--- src/rtl/fme_pkg.sv ---
package fme_pkg;

  typedef enum logic [3:0] {
    ST_IDLE,
    ST_FILL,
    ST_SCAN,
    ST_H0W,
    ST_H0,
    ST_H1W,
    ST_H1,
    ST_WORD,
    ST_D0W,
    ST_D0,
    ST_D1W,
    ST_D1,
    ST_FIN
  } fme_state_t;

  typedef struct packed {
    logic [7:0] blk;
    logic [3:0] absent;
    logic       term;
  } fme_hdr_t;

  localparam int WORDS_PER_BLK = 4;
  localparam logic [7:0] ERASED = 8'hFF;

endpackage

--- src/rtl/fme_hdr_decode.sv ---
module fme_hdr_decode
  import fme_pkg::*;
(
  input  logic [7:0] first_b,
  input  logic [7:0] second_b,
  output fme_hdr_t   hdr
);
  always_comb begin
    hdr.blk    = {first_b[3:0], second_b[7:4]};
    hdr.absent = second_b[3:0];
    hdr.term   = (first_b == ERASED) || (second_b == ERASED);
  end
endmodule

--- src/rtl/fme_word_pick.sv ---
module fme_word_pick #(
  parameter int NW = 4,
  localparam int IW = (NW > 1) ? $clog2(NW) : 1
) (
  input  logic [NW-1:0] pending,
  output logic          found,
  output logic [IW-1:0] idx
);
  logic [NW-1:0] lower_clear;

  generate
    for (genvar g = 0; g < NW; g++) begin : g_pri
      if (g == 0) begin : g_first
        assign lower_clear[g] = 1'b1;
      end else begin : g_rest
        assign lower_clear[g] = lower_clear[g-1] & ~pending[g-1];
      end
    end
  endgenerate

  always_comb begin
    found = |pending;
    idx   = '0;
    for (int i = 0; i < NW; i++) begin
      if (pending[i] && lower_clear[i]) idx = IW'(i);
    end
  end
endmodule

--- src/rtl/fme_fill_ctr.sv ---
module fme_fill_ctr #(
  parameter int DEPTH = 160,
  localparam int AW = $clog2(DEPTH)
) (
  input  logic          clk,
  input  logic          rst,
  input  logic          clr,
  input  logic          en,
  output logic [AW-1:0] cnt,
  output logic          last
);
  always_ff @(posedge clk) begin
    if (rst || clr) cnt <= '0;
    else if (en)    cnt <= cnt + AW'(1);
  end
  assign last = (cnt == AW'(DEPTH - 1));
endmodule

--- src/rtl/fuse_map_expander.sv ---
module fuse_map_expander
  import fme_pkg::*;
#(
  parameter int PHY_SIZE = 64,
  parameter int LOG_SIZE = 160,
  parameter int RSV_SIZE = 2,
  localparam int PA = $clog2(PHY_SIZE),
  localparam int LA = $clog2(LOG_SIZE)
) (
  input  logic          clk,
  input  logic          rst,
  input  logic          start,
  output logic          phy_rd_en,
  output logic [PA-1:0] phy_rd_addr,
  input  logic [7:0]    phy_rd_data,
  output logic          log_wr_en,
  output logic [LA-1:0] log_wr_addr,
  output logic [7:0]    log_wr_data,
  output logic          busy,
  output logic          done,
  output logic          err
);
  localparam int LIM = PHY_SIZE - RSV_SIZE;
  localparam int PW  = $clog2(PHY_SIZE + 2);
  localparam int XW  = 12;

  fme_state_t      st;
  logic [PW-1:0]   ptr;
  logic [7:0]      hdr0_q;
  logic [7:0]      blk_q;
  logic [WORDS_PER_BLK-1:0] pend_q;
  logic [XW-1:0]   lidx_q;
  logic            fail_q;

  fme_hdr_t        hdr;
  logic            pick_found;
  logic [1:0]      pick_idx;
  logic [LA-1:0]   fill_cnt;
  logic            fill_last;
  logic            fill_clr;
  logic            fill_en;
  logic [XW-1:0]   cand_lidx;

  fme_hdr_decode u_hdr (
    .first_b (hdr0_q),
    .second_b(phy_rd_data),
    .hdr     (hdr)
  );

  fme_word_pick #(.NW(WORDS_PER_BLK)) u_pick (
    .pending(pend_q),
    .found  (pick_found),
    .idx    (pick_idx)
  );

  assign fill_clr = (st == ST_IDLE);
  assign fill_en  = (st == ST_FILL);

  fme_fill_ctr #(.DEPTH(LOG_SIZE)) u_fill (
    .clk (clk),
    .rst (rst),
    .clr (fill_clr),
    .en  (fill_en),
    .cnt (fill_cnt),
    .last(fill_last)
  );

  assign cand_lidx = {1'b0, blk_q, pick_idx, 1'b0};

  always_ff @(posedge clk) begin
    if (rst) begin
      st          <= ST_IDLE;
      ptr         <= '0;
      hdr0_q      <= '0;
      blk_q       <= '0;
      pend_q      <= '0;
      lidx_q      <= '0;
      fail_q      <= 1'b0;
      phy_rd_en   <= 1'b0;
      phy_rd_addr <= '0;
      log_wr_en   <= 1'b0;
      log_wr_addr <= '0;
      log_wr_data <= '0;
      busy        <= 1'b0;
      done        <= 1'b0;
      err         <= 1'b0;
    end else begin
      phy_rd_en <= 1'b0;
      log_wr_en <= 1'b0;
      done      <= 1'b0;
      unique case (st)
        ST_IDLE: begin
          if (start) begin
            busy   <= 1'b1;
            err    <= 1'b0;
            fail_q <= 1'b0;
            ptr    <= PW'(RSV_SIZE);
            st     <= ST_FILL;
          end
        end
        ST_FILL: begin
          log_wr_en   <= 1'b1;
          log_wr_addr <= fill_cnt;
          log_wr_data <= ERASED;
          if (fill_last) st <= ST_SCAN;
        end
        ST_SCAN: begin
          if (ptr < PW'(LIM)) begin
            phy_rd_en   <= 1'b1;
            phy_rd_addr <= ptr[PA-1:0];
            st          <= ST_H0W;
          end else begin
            st <= ST_FIN;
          end
        end
        ST_H0W: st <= ST_H0;
        ST_H0: begin
          hdr0_q      <= phy_rd_data;
          phy_rd_en   <= 1'b1;
          phy_rd_addr <= PA'(ptr + PW'(1));
          st          <= ST_H1W;
        end
        ST_H1W: st <= ST_H1;
        ST_H1: begin
          if (hdr.term) begin
            st <= ST_FIN;
          end else begin
            blk_q  <= hdr.blk;
            pend_q <= ~hdr.absent;
            ptr    <= ptr + PW'(2);
            st     <= ST_WORD;
          end
        end
        ST_WORD: begin
          if (!pick_found) begin
            st <= ST_SCAN;
          end else if (ptr >= PW'(LIM - 1) || cand_lidx >= XW'(LOG_SIZE)) begin
            fail_q <= 1'b1;
            st     <= ST_FIN;
          end else begin
            pend_q[pick_idx] <= 1'b0;
            lidx_q           <= cand_lidx;
            phy_rd_en        <= 1'b1;
            phy_rd_addr      <= ptr[PA-1:0];
            st               <= ST_D0W;
          end
        end
        ST_D0W: st <= ST_D0;
        ST_D0: begin
          log_wr_en   <= 1'b1;
          log_wr_addr <= lidx_q[LA-1:0];
          log_wr_data <= phy_rd_data;
          phy_rd_en   <= 1'b1;
          phy_rd_addr <= PA'(ptr + PW'(1));
          st          <= ST_D1W;
        end
        ST_D1W: st <= ST_D1;
        ST_D1: begin
          log_wr_en   <= 1'b1;
          log_wr_addr <= {lidx_q[LA-1:1], 1'b1};
          log_wr_data <= phy_rd_data;
          ptr         <= ptr + PW'(2);
          st          <= ST_WORD;
        end
        ST_FIN: begin
          busy <= 1'b0;
          done <= 1'b1;
          err  <= fail_q;
          st   <= ST_IDLE;
        end
        default: st <= ST_IDLE;
      endcase
    end
  end
endmodule

--- config.mk ---
export PLATFORM = sky130hd
export DESIGN_NAME = fuse_map_expander
export DESIGN_NICKNAME = d
export VERILOG_FILES = /design/src/rtl/fme_pkg.sv /design/src/rtl/fme_hdr_decode.sv /design/src/rtl/fme_word_pick.sv /design/src/rtl/fme_fill_ctr.sv /design/src/rtl/fuse_map_expander.sv
export SDC_FILE = /design/constraint.sdc
export NUM_CORES = 1
export LEC_CHECK = 0
export BUFFER_PORTS_ARGS = -buffer_cell sky130_fd_sc_hd__buf_4
export CAP_MARGIN = 20
export CORE_MARGIN = 10
export CORE_UTILIZATION = 30
export DETAILED_ROUTE_END_ITERATION = 6
export GPL_ROUTABILITY_DRIVEN = 0
export MAX_ROUTING_LAYER = met4
export PLACE_DENSITY = 0.45
export REMOVE_ABC_BUFFERS = 1
export SLEW_MARGIN = 10
export SYNTH_ARGS = -nofsm -noshare
export SYNTH_HDL_FRONTEND = slang
export SYNTH_HIERARCHICAL = 1
export SYNTH_SLANG_ARGS = --single-unit
--- constraint.sdc ---
create_clock -name clk -period 1.7 [get_ports clk]
set_input_delay 0.17 -clock clk [delete_from_list [all_inputs] [get_ports clk]]
set_output_delay 0.17 -clock clk [all_outputs]
set_load 0.05 [all_outputs]
### After elaboration in Yosys (flattened, before gate mapping)

Index checks and enable logic that the tools add are counted.

* bits of input ports: 11
* bits in registers: 74
* word-level logic and storage cells: 121
* output and inout bits: 27

* add/subtract/negate cells: 3
* reductions and logical operators: 27
* order comparisons: 5
* mux-type cells: 38
* eq/ne operators: 22
* bitwise logic cells: 10

Operator list (count)
* one-hot mux 4 bit (12 select lines): 1
* 2-to-1 mux 4 bit: 8
* == test 8 bit (second input constant): 3
* one-hot mux 8 bit (3 select lines): 1
* one-hot mux 7 bit (3 select lines): 1
* == test 4 bit (second input constant): 5
* 2-to-1 mux 6 bit: 3
* one-hot mux 6 bit (3 select lines): 1
* == test 4 x 3 -> 1 bit (second input constant): 4
* one-hot mux 8 bit (2 select lines): 1
* 2-to-1 mux 7 bit: 2
* != test 2 bit (second input constant): 7
* AND reduction 4 bit: 3
* greater-or-equal comparator 11 x 8 -> 1 bit (second input constant): 1
* 2-to-1 mux 1 bit: 11
* nonzero test 3 bit: 3
* adder 8 x 1 -> 8 bit (second input constant): 1
* == test 4 x 2 -> 1 bit (second input constant): 2
* NOT 4 bit: 2
* one-hot mux 4 bit (2 select lines): 1
* nonzero test 2 bit: 4
* adder 7 x 2 -> 7 bit (second input constant): 1
* greater-or-equal comparator 7 x 6 -> 1 bit (second input constant): 1
* less-than comparator 7 x 6 -> 1 bit (second input constant): 1
* other kinds (20): 37

### Longest topological paths before layout

Gate-level depths: netlist of the first run.

* depth in word-level cells: 14
* depth in mapped cells: 8

### Cells and area by module

The synthesis of the first run kept the hierarchy.

Modules (own cells, without submodules)
* fuse_map_expander: seq. area each 1301.2 µm², cells an instance 344, times used 1, area each 2914.0 µm²
* fme_fill_ctr: seq. area each 160.2 µm², cells an instance 41, times used 1, area each 374.1 µm²
* fme_hdr_decode: seq. area each 0.0 µm², cells an instance 18, times used 1, area each 130.1 µm²
* fme_word_pick: seq. area each 0.0 µm², cells an instance 7, times used 1, area each 35.0 µm²

### Worst setup path after synthesis of the first run

OpenSTA, ideal clock, no wires.

* path type: register -> register
* from: reg st[3]
* to: reg u_fill.cnt[7]
* stages on the path, launching flop included: 8
* buffers on the path: 3
* required time: 1585 ps
* setup slack: -166 ps
* arrival time: 1752 ps
* period minus slack after synthesis: 1866 ps
* cells stage by stage: dfxtp_1 buf_2 nor4b_1 buf_4 clkbuf_2 nand4_4 o31a_1 o21a_1

* elaborated cells between the ends (all ways): 3
* classes of those cells: 1 x eq/ne; 2 x reduce/logical

RTL lines
* start: declaration: line fuse_map_expander.sv:27 `fme_state_t st;`
* start signal: assignment: line fuse_map_expander.sv:72 `st <= ST_IDLE;`
* start signal: assignment: line fuse_map_expander.sv:98 `st <= ST_FILL;`
* start signal: assignment: line fuse_map_expander.sv:105 `if (fill_last) st <= ST_SCAN;`
* == test 4 x 1 -> 1 bit: line fuse_map_expander.sv:57 `assign fill_en = (st == ST_FILL);`
* net fill_en: line fuse_map_expander.sv:41 `logic fill_en;`
* end signal: assignment: line fme_fill_ctr.sv:14 `else if (en) cnt <= cnt + AW'(1);`
* end: declaration: line fme_fill_ctr.sv:9 `output logic [AW-1:0] cnt,`

The timed path passes the listed nets, and every way through them passes these cells.
A chain may end at the register's enable or synchronous reset.

### Worst setup path after layout of the first run

* from: reg u_fill.cnt[0]
* to: reg st[0]

* longest elaborated chain between the ends: 3

RTL lines
* == test 8 bit: line fme_fill_ctr.sv:16 `assign last = (cnt == AW'(DEPTH - 1));`
* net fill_last: line fuse_map_expander.sv:39 `logic fill_last;`
* != test 2 bit (no source line)
* AND reduction 2 bit (no source line)

The timed path passes the listed nets, and every way through them passes these cells.

==> summary.txt, run 1 <==
top post-synthesis cells by area: dfxtp_1 (42%), nand2_1 (5.3%), a21oi_1 (4.9%)
clock sink count: 73
P&R area growth vs syn: 31.6%
1st-iter DRT viols: 165
crit path max fanout: 3
total number of vias: 3035
Slew HR: 0.677
initial core utilization: 0.305
synth warn: 6
IO Count: 38
residual DRC count: 0
Final Hold Viols: 0
WS Path Type: reg -> reg
DIE AREA: 0.0162 sq mm
die width: 127 um
vias per inst: 4.88
type of the tightest min-delay check: in -> reg
Worst-Skew Late Latency: 0.34 ns
CTS HTree Levels: 3
wire per inst: 14.6 um
clk slew on worst S/H paths: 0.06 ns
post-CTS setup buffer count: 0
Worst Clk Skew: 0.00855 ns
hold_buf cts: 0
FFs w/ async S/R, synth: 0
Final period util: 0.950
crit path launch type: flip-flop
Synth Instances: 410
pwr dens: 955 mW/mm^2
Longest Clk Path Bufs: 2
Worst EP required: 1.89 ns
peak supply drop: 450 uV
register area share after synthesis: 0.423
#FFs+latches synth: 73
drt total wl: 9060 um
Routed Antenna Nets: 0
Die Span Y: 127 um
layout net count: 488
number of buffers created by CTS: 9
antenna violations before repair: 0
nature of the critical path endpoint: flip-flop
largest net degree at the start of global routing: 45
Final Critical Period: 1.61 ns
top cell type's share of synthesized area: 0.423
Synth top cells by count: dfxtp_1 (73), nand2_1 (49), a21oi_1 (34)
Setup violations, final: 0
Clock Root Buffer: clkbuf_16
status: finished, final reports clean
DP HPWL: 6580 um
worst slew pin tran: 0.481 ns
number of synthesized flops with an enable pin: 0
cell area after synthesis: 0.00345 sq mm
total leakage power: 1.72 nW
top-count cell post-synth: dfxtp_1
library cells used by synthesis: 57
crit path DAT: 1.81 ns
Antenna Cells: 0
Syn Area/Cell: 8.42 sq um
setup TNS: 0 ns
CTS tree: yes
core area: 0.0113 sq mm
row count: 39
MaxCap Viol Count: 0
Final Instance Area: 0.00455 sq mm
Post-synth top flop: dfxtp_1
area leader, netlist: dfxtp_1
first-pass GRT wire length: 15100 um
DP Area: 0.00416 sq mm
drt first pass iters: 4
fin. max-slew vios: 0
number of global-route vias before repair: 3036
FMAX: 619 MHz
Port Buffers: 37
grt total ovfl: 0
GRT Total Usage: 0.117
dpl cells: 606
non-filler cells in the finished layout: 622
layout cells sized above 1: 0.292
layout make-up:
class	instances	area, sq um
sequential	73	1470
clock inverter	5	55.1
tap	143	179
timing repair buffer	94	743
clock buffer	11	243
multi-input combinational	291	1840
fill	1173	6780
inverter	5	18.8
cell families (layout without fill, tap and decap cells):
| group | count (synthesis) | in the layout | synth area share |
|---|---|---|---|
| buffers and inverters | 46 | 115 | 0.0685 |
| xor gates and xnor gates | 6 | 6 | 0.0152 |
| DFF | 73 | 73 | 0.423 |
| and+or+nand+nor | 167 | 167 | 0.253 |
| adders and majority gates | 3 | 3 | 0.0109 |
| AOI/OAI and AO/OA | 98 | 98 | 0.180 |
| muxes | 17 | 17 | 0.0493 |
power breakdown:
part / total (W) / leakage [nW] / switching (W) / internal, W
sequential: 0.00181 / 0.594 / 0.0000413 / 0.00177
clock: 0.00190 / 0.142 / 0.000728 / 0.00117
combinational: 0.000635 / 0.981 / 0.000378 / 0.000257
total: 0.00434 / 1.72 / 0.00115 / 0.00319
per-stage QoR:
stage	util	worst slack (ns)	power [W]	hold WS, ns
floorplan	-	-1.82	0.00219	0.239
global placement	0.368	-0.136	0.00246	0.449
detailed placement	0.368	-0.143	0.00247	0.452
CTS	0.395	0.000329	0.00439	0.0960
global route	0.402	-0.0387	0.00452	0.103
finish	0.402	0.0854	0.00434	0.107
worst paths after layout:
kind	start	cells past startpoint	slack, ns	to
max reg2reg	u_fill/cnt[0]	8	0.09	st[0]
min	phy_rd_data[5]	3	0.11	blk_q[1]
max	u_fill/cnt[0]	8	0.09	st[0]
min reg2reg	busy	2	0.46	busy
per-layer routing:
| metal | vias up | share of wire | track usage |
|---|---|---|---|
| li1 | 1564 | - | - |
| met1 | 1418 | 0.47 | 0.140 |
| met2 | 44 | 0.48 | 0.184 |
| met3 | 9 | 0.030 | 0.0273 |
| met4 | 0 | 0.017 | 0.0502 |
| met5 | - | 0 | - |
critical path: stages (launching register included):
cell and delay [ns]:
dfxtp_2 0.33, ha_2 0.18, nand4_1 0.11, nor4b_2 0.29, buf_4 0.16, or3_1 0.11, a21oi_2 0.06, a221oi_2 0.17
a211oi_1 0.07
sequential cells by signal (all words and copies together), names as in the netlist:
name and cells:
blk_q 8, busy 1, done 1, err 1, fail_q 1, hdr0_q 8
lidx_q 7, log_wr_addr 8, log_wr_data 8, log_wr_en 1, pend_q 4, phy_rd_addr 6
phy_rd_en 1, ptr 6, st 4, u_fill/cnt 8
layout by cell type, fill, tap and decap left out, drive strengths merged, types with 5 or more instances in the layout:
| cell | instances |
|---|---|
| xor2 | 5 |
| o211ai | 5 |
| a211oi | 10 |
| nand3 | 19 |
| a31oi | 6 |
| clkbuf | 11 |
| buf | 94 |
| nand4 | 8 |
| nand2 | 49 |
| nand2b | 25 |
| a21oi | 35 |
| dfxtp | 73 |
| inv | 5 |
| o22ai | 8 |
| nor2 | 34 |
| o21ai | 18 |
| mux2i | 17 |
repair_timing:
item	CTS	global route
pin swaps	0	8
cloned	0	0
endpoints found under the setup margin	14	30
resized for setup	3	22
No activity file was read; power rests on OpenSTA's default activity.
==> run 2: changes to the inputs <==
--- a/config.mk
+++ b/config.mk
@@ -5,10 +5,13 @@
 export SDC_FILE = /design/constraint.sdc
 export NUM_CORES = 1
 export LEC_CHECK = 0
+export ABC_AREA = 1
 export BUFFER_PORTS_ARGS = -buffer_cell sky130_fd_sc_hd__buf_4
 export CAP_MARGIN = 20
+export CORE_ASPECT_RATIO = 1.4
 export CORE_MARGIN = 10
 export CORE_UTILIZATION = 30
+export CTS_CLUSTER_DIAMETER = 150
 export DETAILED_ROUTE_END_ITERATION = 6
 export GPL_ROUTABILITY_DRIVEN = 0
 export MAX_ROUTING_LAYER = met4
==> run 2 against run 1 <==
  * Via count increased by 2.6%
  * Design area is 6.8% lower
  * Register-to-register slack better by 0.08 ns
  * Critical endpoint is now lidx_q[5]
==> summary.txt, run 2 <==
dpl cells: 650 (+7.3%)
row count: 46 (+18%)
largest net degree at the start of global routing: 33 (-27%)
Syn Area/Cell: 7.18 sq um (-15%)
FFs w/ async S/R, synth: 0 (unchanged)
library cells used by synthesis: 32 (-44%)
Port Buffers: 37 (unchanged)
Slew HR: 0.763 (+0.0855)
P&R area growth vs syn: 23.7%
die width: 110 um (-13%)
IO Count: 38 (unchanged)
#FFs+latches synth: 73 (unchanged)
Post-synth top flop: dfxtp_1
status: finished, final reports clean
antenna violations before repair: 0 (unchanged)
total number of vias: 3114 (+2.6%)
top post-synthesis cells by area: dfxtp_1 (43%), nand2_1 (12%), a21oi_1 (6.6%)
type of the tightest min-delay check: in -> reg
worst-path cell chain: ha_1 > nand2_1 > nor2_1 > nor2_2 > nand3_2 > buf_6 > o21ai_0 > a21oi_1
commonest non-fill, non-tap cells in the layout: nand2_1 (103), dfxtp_1 (72), nor2_1 (56)
setup TNS: 0 ns (unchanged)
number of buffers created by CTS: 9 (unchanged)
Worst EP required: 1.92 ns (+0.03 ns)
non-filler cells in the finished layout: 668 (+7.4%)
core area: 0.0113 sq mm (-0.35%)
Worst Clk Skew: 0.00668 ns (-0.00187 ns)
CTS HTree Levels: 3 (unchanged)
CTS tree: yes
Longest Clk Path Bufs: 2 (unchanged)
Final Hold Viols: 0 (unchanged)
layout cells sized above 1: 0.214 (-0.0785)
fin. max-slew vios: 0 (unchanged)
cell area after synthesis: 0.00342 sq mm (-0.83%)
Synth top cells by count: nand2_1 (106), dfxtp_1 (73), nor2_1 (58)
top-count cell post-synth: nand2_1
nature of the critical path endpoint: flip-flop
grt total ovfl: 0 (unchanged)
Die Span Y: 146 um (+15%)
DP HPWL: 6710 um (+2.0%)
total leakage power: 1.79 nW (+4.1%)
drt first pass iters: 4 (unchanged)
area leader, netlist: dfxtp_1
DIE AREA: 0.0161 sq mm (-0.33%)
Clock Root Buffer: clkbuf_16
CP max stage cell: dfxtp_1
setup slack after layout: 0.167 ns (+0.0814 ns)
synth warn: 6 (unchanged)
vias per inst: 4.66 (-4.5%)
initial core utilization: 0.304 (-0.00147)
top cell type's share of synthesized area: 0.427 (+0.00356)
MaxCap Viol Count: 0 (unchanged)
layout net count: 533 (+9.2%)
number of global-route vias before repair: 3075 (+1.3%)
crit path max fanout: 15 (+12)
number of synthesized flops with an enable pin: 0 (unchanged)
WS Path Type: reg -> reg
RSZ-0062 raised after global routing: true
FMAX: 652 MHz (+5.3%)
crit path launch type: flip-flop
most common cell after layout, fill and taps aside: nand2_1
CP peak stage delay: 0.31 ns (-0.02 ns)
first-pass GRT wire length: 15000 um (-0.41%)
clock sink count: 73 (unchanged)
crit path DAT: 1.75 ns (-0.06 ns)
1st-iter DRT viols: 133 (-19%)
GRT Total Usage: 0.121 (+0.00372)
peak supply drop: 874 uV (+94%)
Routed Antenna Nets: 0 (unchanged)
DP Worst Slack: 0.0635 ns (+0.206 ns)
clk slew on worst S/H paths: 0.06 ns (about the same)
Antenna Cells: 0 (unchanged)
wire per inst: 13.7 um (-6.3%)
Worst-Skew Late Latency: 0.33 ns (about the same)
register area share after synthesis: 0.427 (+0.00356)
Setup violations, final: 0 (unchanged)
drt total wl: 9120 um (+0.67%)
Synth Instances: 477 (+16%)
hold_buf cts: 0 (unchanged)
final total power: 0.00600 W (+38%)
Final Critical Period: 1.53 ns (-0.0814 ns)
worst slew pin tran: 0.356 ns (-0.125 ns)
Final period util: 0.902 (-0.0479)
residual DRC count: 0 (unchanged)
pwr dens: 1420 mW/mm^2 (+48%)
run 2: cell count changes after synthesis, sizes merged, moves of 5 or more:
cell	delta
o21ai	+24
mux2i	-17
a211oi	-10
nand4	-5
nand2b	-25
clkbuf	-12
inv	+49
xor2	-5
o221a	+8
a21oi	+13
o22ai	-8
a31oi	-5
nor2	+30
nand2	+62
run 2: area by class of cell:
type | instances | area, sq um
Clock buffer | 10 | 239
Clock inverter | 6 | 57.6
Fill cell | 1271 | 7050
Inverter | 55 | 209
Multi-Input combinational cell | 322 | 1620
Sequential cell | 73 | 1460
Tap cell | 144 | 180
Timing Repair Buffer | 58 | 464
run 2: worst paths after layout:
check | from | to | slack [ns] | cells after the start
min | phy_rd_data[5] | hdr0_q[5] | 0.13 | 3
min reg2reg | blk_q[5] | blk_q[5] | 0.45 | 2
max | ptr[1] | lidx_q[5] | 0.17 | 8
max reg2reg | ptr[1] | lidx_q[5] | 0.17 | 8
run 2: logic make-up (layout without fill, tap and decap cells):
group,count (synthesis),count (layout),synth area share
simple gates,211,211,0.270
compound gates,107,107,0.181
buf+inv,82,129,0.109
flops,73,73,0.427
fa+ha+maj,3,3,0.0110
xor+xnor,1,1,0.00256
run 2: worst max-delay path: cells and delay by family (launching register included):
kind | cells | cell delay, ns
flip-flops | 1 | 0.31
AO/OA/AOI/OAI | 2 | 0.27
buffers and inverters | 1 | 0.17
adder cells (fa/ha/maj) | 1 | 0.20
AND/OR/NAND/NOR | 4 | 0.47
run 2: per-stage QoR:
stage	hold slack, ns	utilization	cell area [sq um]
2_1_floorplan	0.239	-	3260
3_3_place_gp	0.441	0.344	3890
3_5_place_dp	0.444	0.344	3890
4_1_cts	0.125	0.371	4180
5_1_grt	0.145	0.375	4240
6_report	0.130	0.375	4240
run 2: metal layers:
metal | wire length [um] | track usage
met2 | 4560 | 0.196
met3 | 218 | 0.0176
met1 | 4160 | 0.140
met4 | 173 | 0.0606
met5 | 0 | -
run 2: report_power, final:
part / internal (W) / switching [W] / total (W)
Combinational: 0.000664 / 0.00136 / 0.00202
Clock: 0.00116 / 0.000721 / 0.00189
Sequential: 0.00195 / 0.000141 / 0.00209
Total: 0.00378 / 0.00222 / 0.00600
run 2: repair_timing:
item,in CTS,in global routing
endpoints found under the setup margin,0,26
gates resized for setup,0,13
hold endpoints to repair,0,0
setup buffers,0,2
==> run 3: changes to the inputs <==
--- a/config.mk
+++ b/config.mk
@@ -6,7 +6,7 @@
 export NUM_CORES = 1
 export LEC_CHECK = 0
 export ABC_AREA = 1
-export BUFFER_PORTS_ARGS = -buffer_cell sky130_fd_sc_hd__buf_4
+export BUFFER_PORTS_ARGS = -buffer_cell sky130_fd_sc_hd__buf_2
 export CAP_MARGIN = 20
 export CORE_ASPECT_RATIO = 1.4
 export CORE_MARGIN = 10
==> run 3 against run 2 <==
  * Global-route usage about the same
  * Power decreased by 0.90%
  * Sequential power hardly changed
  * Via count up 0.45%
  * Routed wire length barely moved
==> summary.txt, run 3 (synthesized netlist as in run 2, its figures left out) <==
status: finished, final reports clean
Worst Clk Skew: 0.00491 ns (-0.00177 ns)
final total power: 0.00594 W (-0.90%)
Final Critical Period: 1.54 ns (+0.00840 ns)
Register-to-Register Setup Slack: 0.16 ns (about the same)
Die Span Y: 146 um (unchanged)
nature of the critical path endpoint: flip-flop
crit path max fanout: 12 (-3)
residual DRC count: 0 (unchanged)
initial core utilization: 0.304 (unchanged)
crit-path most repeated cell: nor2_1
CTS HTree Levels: 3 (unchanged)
clock sink count: 73 (unchanged)
worst slew pin tran: 0.333 ns (-0.0234 ns)
CTS tree: yes
IO Count: 38 (unchanged)
row count: 46 (unchanged)
GRT Total Usage: 0.121 (+0.000418)
register area: 0.00146 sq mm (about the same)
Port Buffers: 37 (unchanged)
layout net count: 532 (-0.19%)
Routed Antenna Nets: 0 (unchanged)
DP Area: 0.00378 sq mm (-2.7%)
first-pass GRT wire length: 15100 um (+0.78%)
core area: 0.0113 sq mm (unchanged)
antenna violations before repair: 0 (unchanged)
Final period util: 0.907 (+0.00494)
Final Instance Area: 0.00414 sq mm (-2.4%)
MaxCap Viol Count: 0 (unchanged)
number of buffers created by CTS: 9 (unchanged)
P&R area growth vs syn: 20.8%
Bufs and invs on worst path: 1 (unchanged)
type of the tightest min-delay check: in -> reg
fillers: 1280 (+0.71%)
total number of vias: 3128 (+0.45%)
Multi-input gate area: 0.00162 sq mm (about the same)
RSZ-0062 raised after global routing: false
die width: 110 um (unchanged)
Clock Root Buffer: clkbuf_16
Longest Clk Path Bufs: 2 (unchanged)
largest net degree at the start of global routing: 40 (+21%)
non-filler cells in the finished layout: 667 (-0.15%)
dpl cells: 650 (unchanged)
drt first pass iters: 5 (+1)
Slew HR: 0.777 (+0.0148)
pwr dens: 1440 mW/mm^2 (+1.5%)
critical path launch point: ptr[1]
crit path DAT: 1.77 ns (+0.02 ns)
worst flop-to-flop path endpoint: phy_rd_addr[2]
Antenna Cells: 0 (unchanged)
WS Path Type: reg -> reg
DP HPWL: 6660 um (-0.80%)
FF-to-FF path depth: 8 (unchanged)
WP depth: 8 (unchanged)
CP max stage cell: dfxtp_1
FMAX: 649 MHz (-0.54%)
CP peak stage delay: 0.31 ns (about the same)
Worst-Skew Late Latency: 0.34 ns (about the same)
layout cells sized above 1: 0.210 (-0.00342)
peak supply drop: 761 uV (-13%)
end of the critical path: phy_rd_addr[2]
drt total wl: 9110 um (about the same)
Worst EP required: 1.93 ns (about the same)
Final Hold Viols: 0 (unchanged)
grt total ovfl: 0 (unchanged)
critical path's top delay family: simple AND/OR/NAND/NOR gates
total leakage power: 1.75 nW (-1.8%)
clk slew on worst S/H paths: 0.06 ns (about the same)
number of global-route vias before repair: 3034 (-1.3%)
Setup violations, final: 0 (unchanged)
1st-iter DRT viols: 129 (-3.0%)
worst-path cell chain: ha_1 > nand2_1 > nor2_1 > nor2_2 > nand3_2 > buf_4 > a21oi_1 > nor2_1
commonest non-fill, non-tap cells in the layout: nand2_1 (104), dfxtp_1 (71), nor2_1 (55)
crit path launch type: flip-flop
most common cell after layout, fill and taps aside: nand2_1
vias per inst: 4.69 (+0.60%)
wire per inst: 13.7 um (about the same)
reg2reg start: ptr[1]
fin. max-slew vios: 0 (unchanged)
DIE AREA: 0.0161 sq mm (unchanged)
run 3: changes by cell type in the layout (fill, tap and decap cells not counted), moves of 2 or more:
cell and delta:
o21ai_0 -4, o21ai_1 +4, clkbuf_8 +2, clkbuf_1 +2, buf_4 -37, buf_2 +37, clkinv_2 -3
run 3: power by group:
part | leakage [nW] | total (W) | switching [W] | internal [W]
combinational | 1.01 | 0.00189 | 0.00134 | 0.000551
sequential | 0.593 | 0.00209 | 0.000136 | 0.00195
clock | 0.153 | 0.00196 | 0.000709 | 0.00126
total | 1.75 | 0.00594 | 0.00219 | 0.00376
run 3: tightest hold or removal path: cells and delay by family:
kind	cells	cell delay, ns
buffers and inverters	1	0.11
and+or+nand+nor	1	0.08
AOI/OAI and AO/OA	1	0.06
run 3: how the worst min path moves through the flow:
stage | start | to | slack (ns) | cells past startpoint
after floorplan | rst | blk_q[0] | 0.24 | 1
after global placement | lidx_q[5] | lidx_q[5] | 0.44 | 2
after detailed placement | lidx_q[5] | lidx_q[5] | 0.44 | 2
after CTS | start | busy | 0.12 | 3
after global routing | phy_rd_data[3] | log_wr_data[3] | 0.16 | 2
final | start | busy | 0.13 | 3
run 3: repair_timing:
action                                  in CTS  in global routing
endpoints found under the setup margin       0                 28
resized for setup                            0                 17
buffers inserted                             0                  1
hold buffers                                 0                  0
run 3: through the flow:
stage	worst slack (ns)	hold WS, ns	util	setup TNS [ns]
global route	0.00345	0.156	0.367	0
CTS	0.0367	0.124	0.363	0
detailed placement	0.0494	0.443	0.335	0
floorplan	-0.0339	0.239	-	-0.241
global placement	0.0982	0.441	0.335	0
finish	0.158	0.132	0.367	0
run 3: final cells by class:
cell class,instances,share of cell area
inverter,55,0.0505
timing repair buffer,57,0.0850
tap,144,0.0436
clock inverter,2,0.00847
clock buffer,14,0.0663
sequential,73,0.354
multi-input combinational,322,0.392
run 3: metal layers:
| layer | vias up | track usage | part of all wire |
|---|---|---|---|
| met5 | - | - | 0 |
| met4 | 0 | 0.0483 | 0.024 |
| met3 | 13 | 0.0295 | 0.034 |
| met2 | 46 | 0.195 | 0.50 |
| met1 | 1440 | 0.139 | 0.44 |
| li1 | 1629 | - | - |
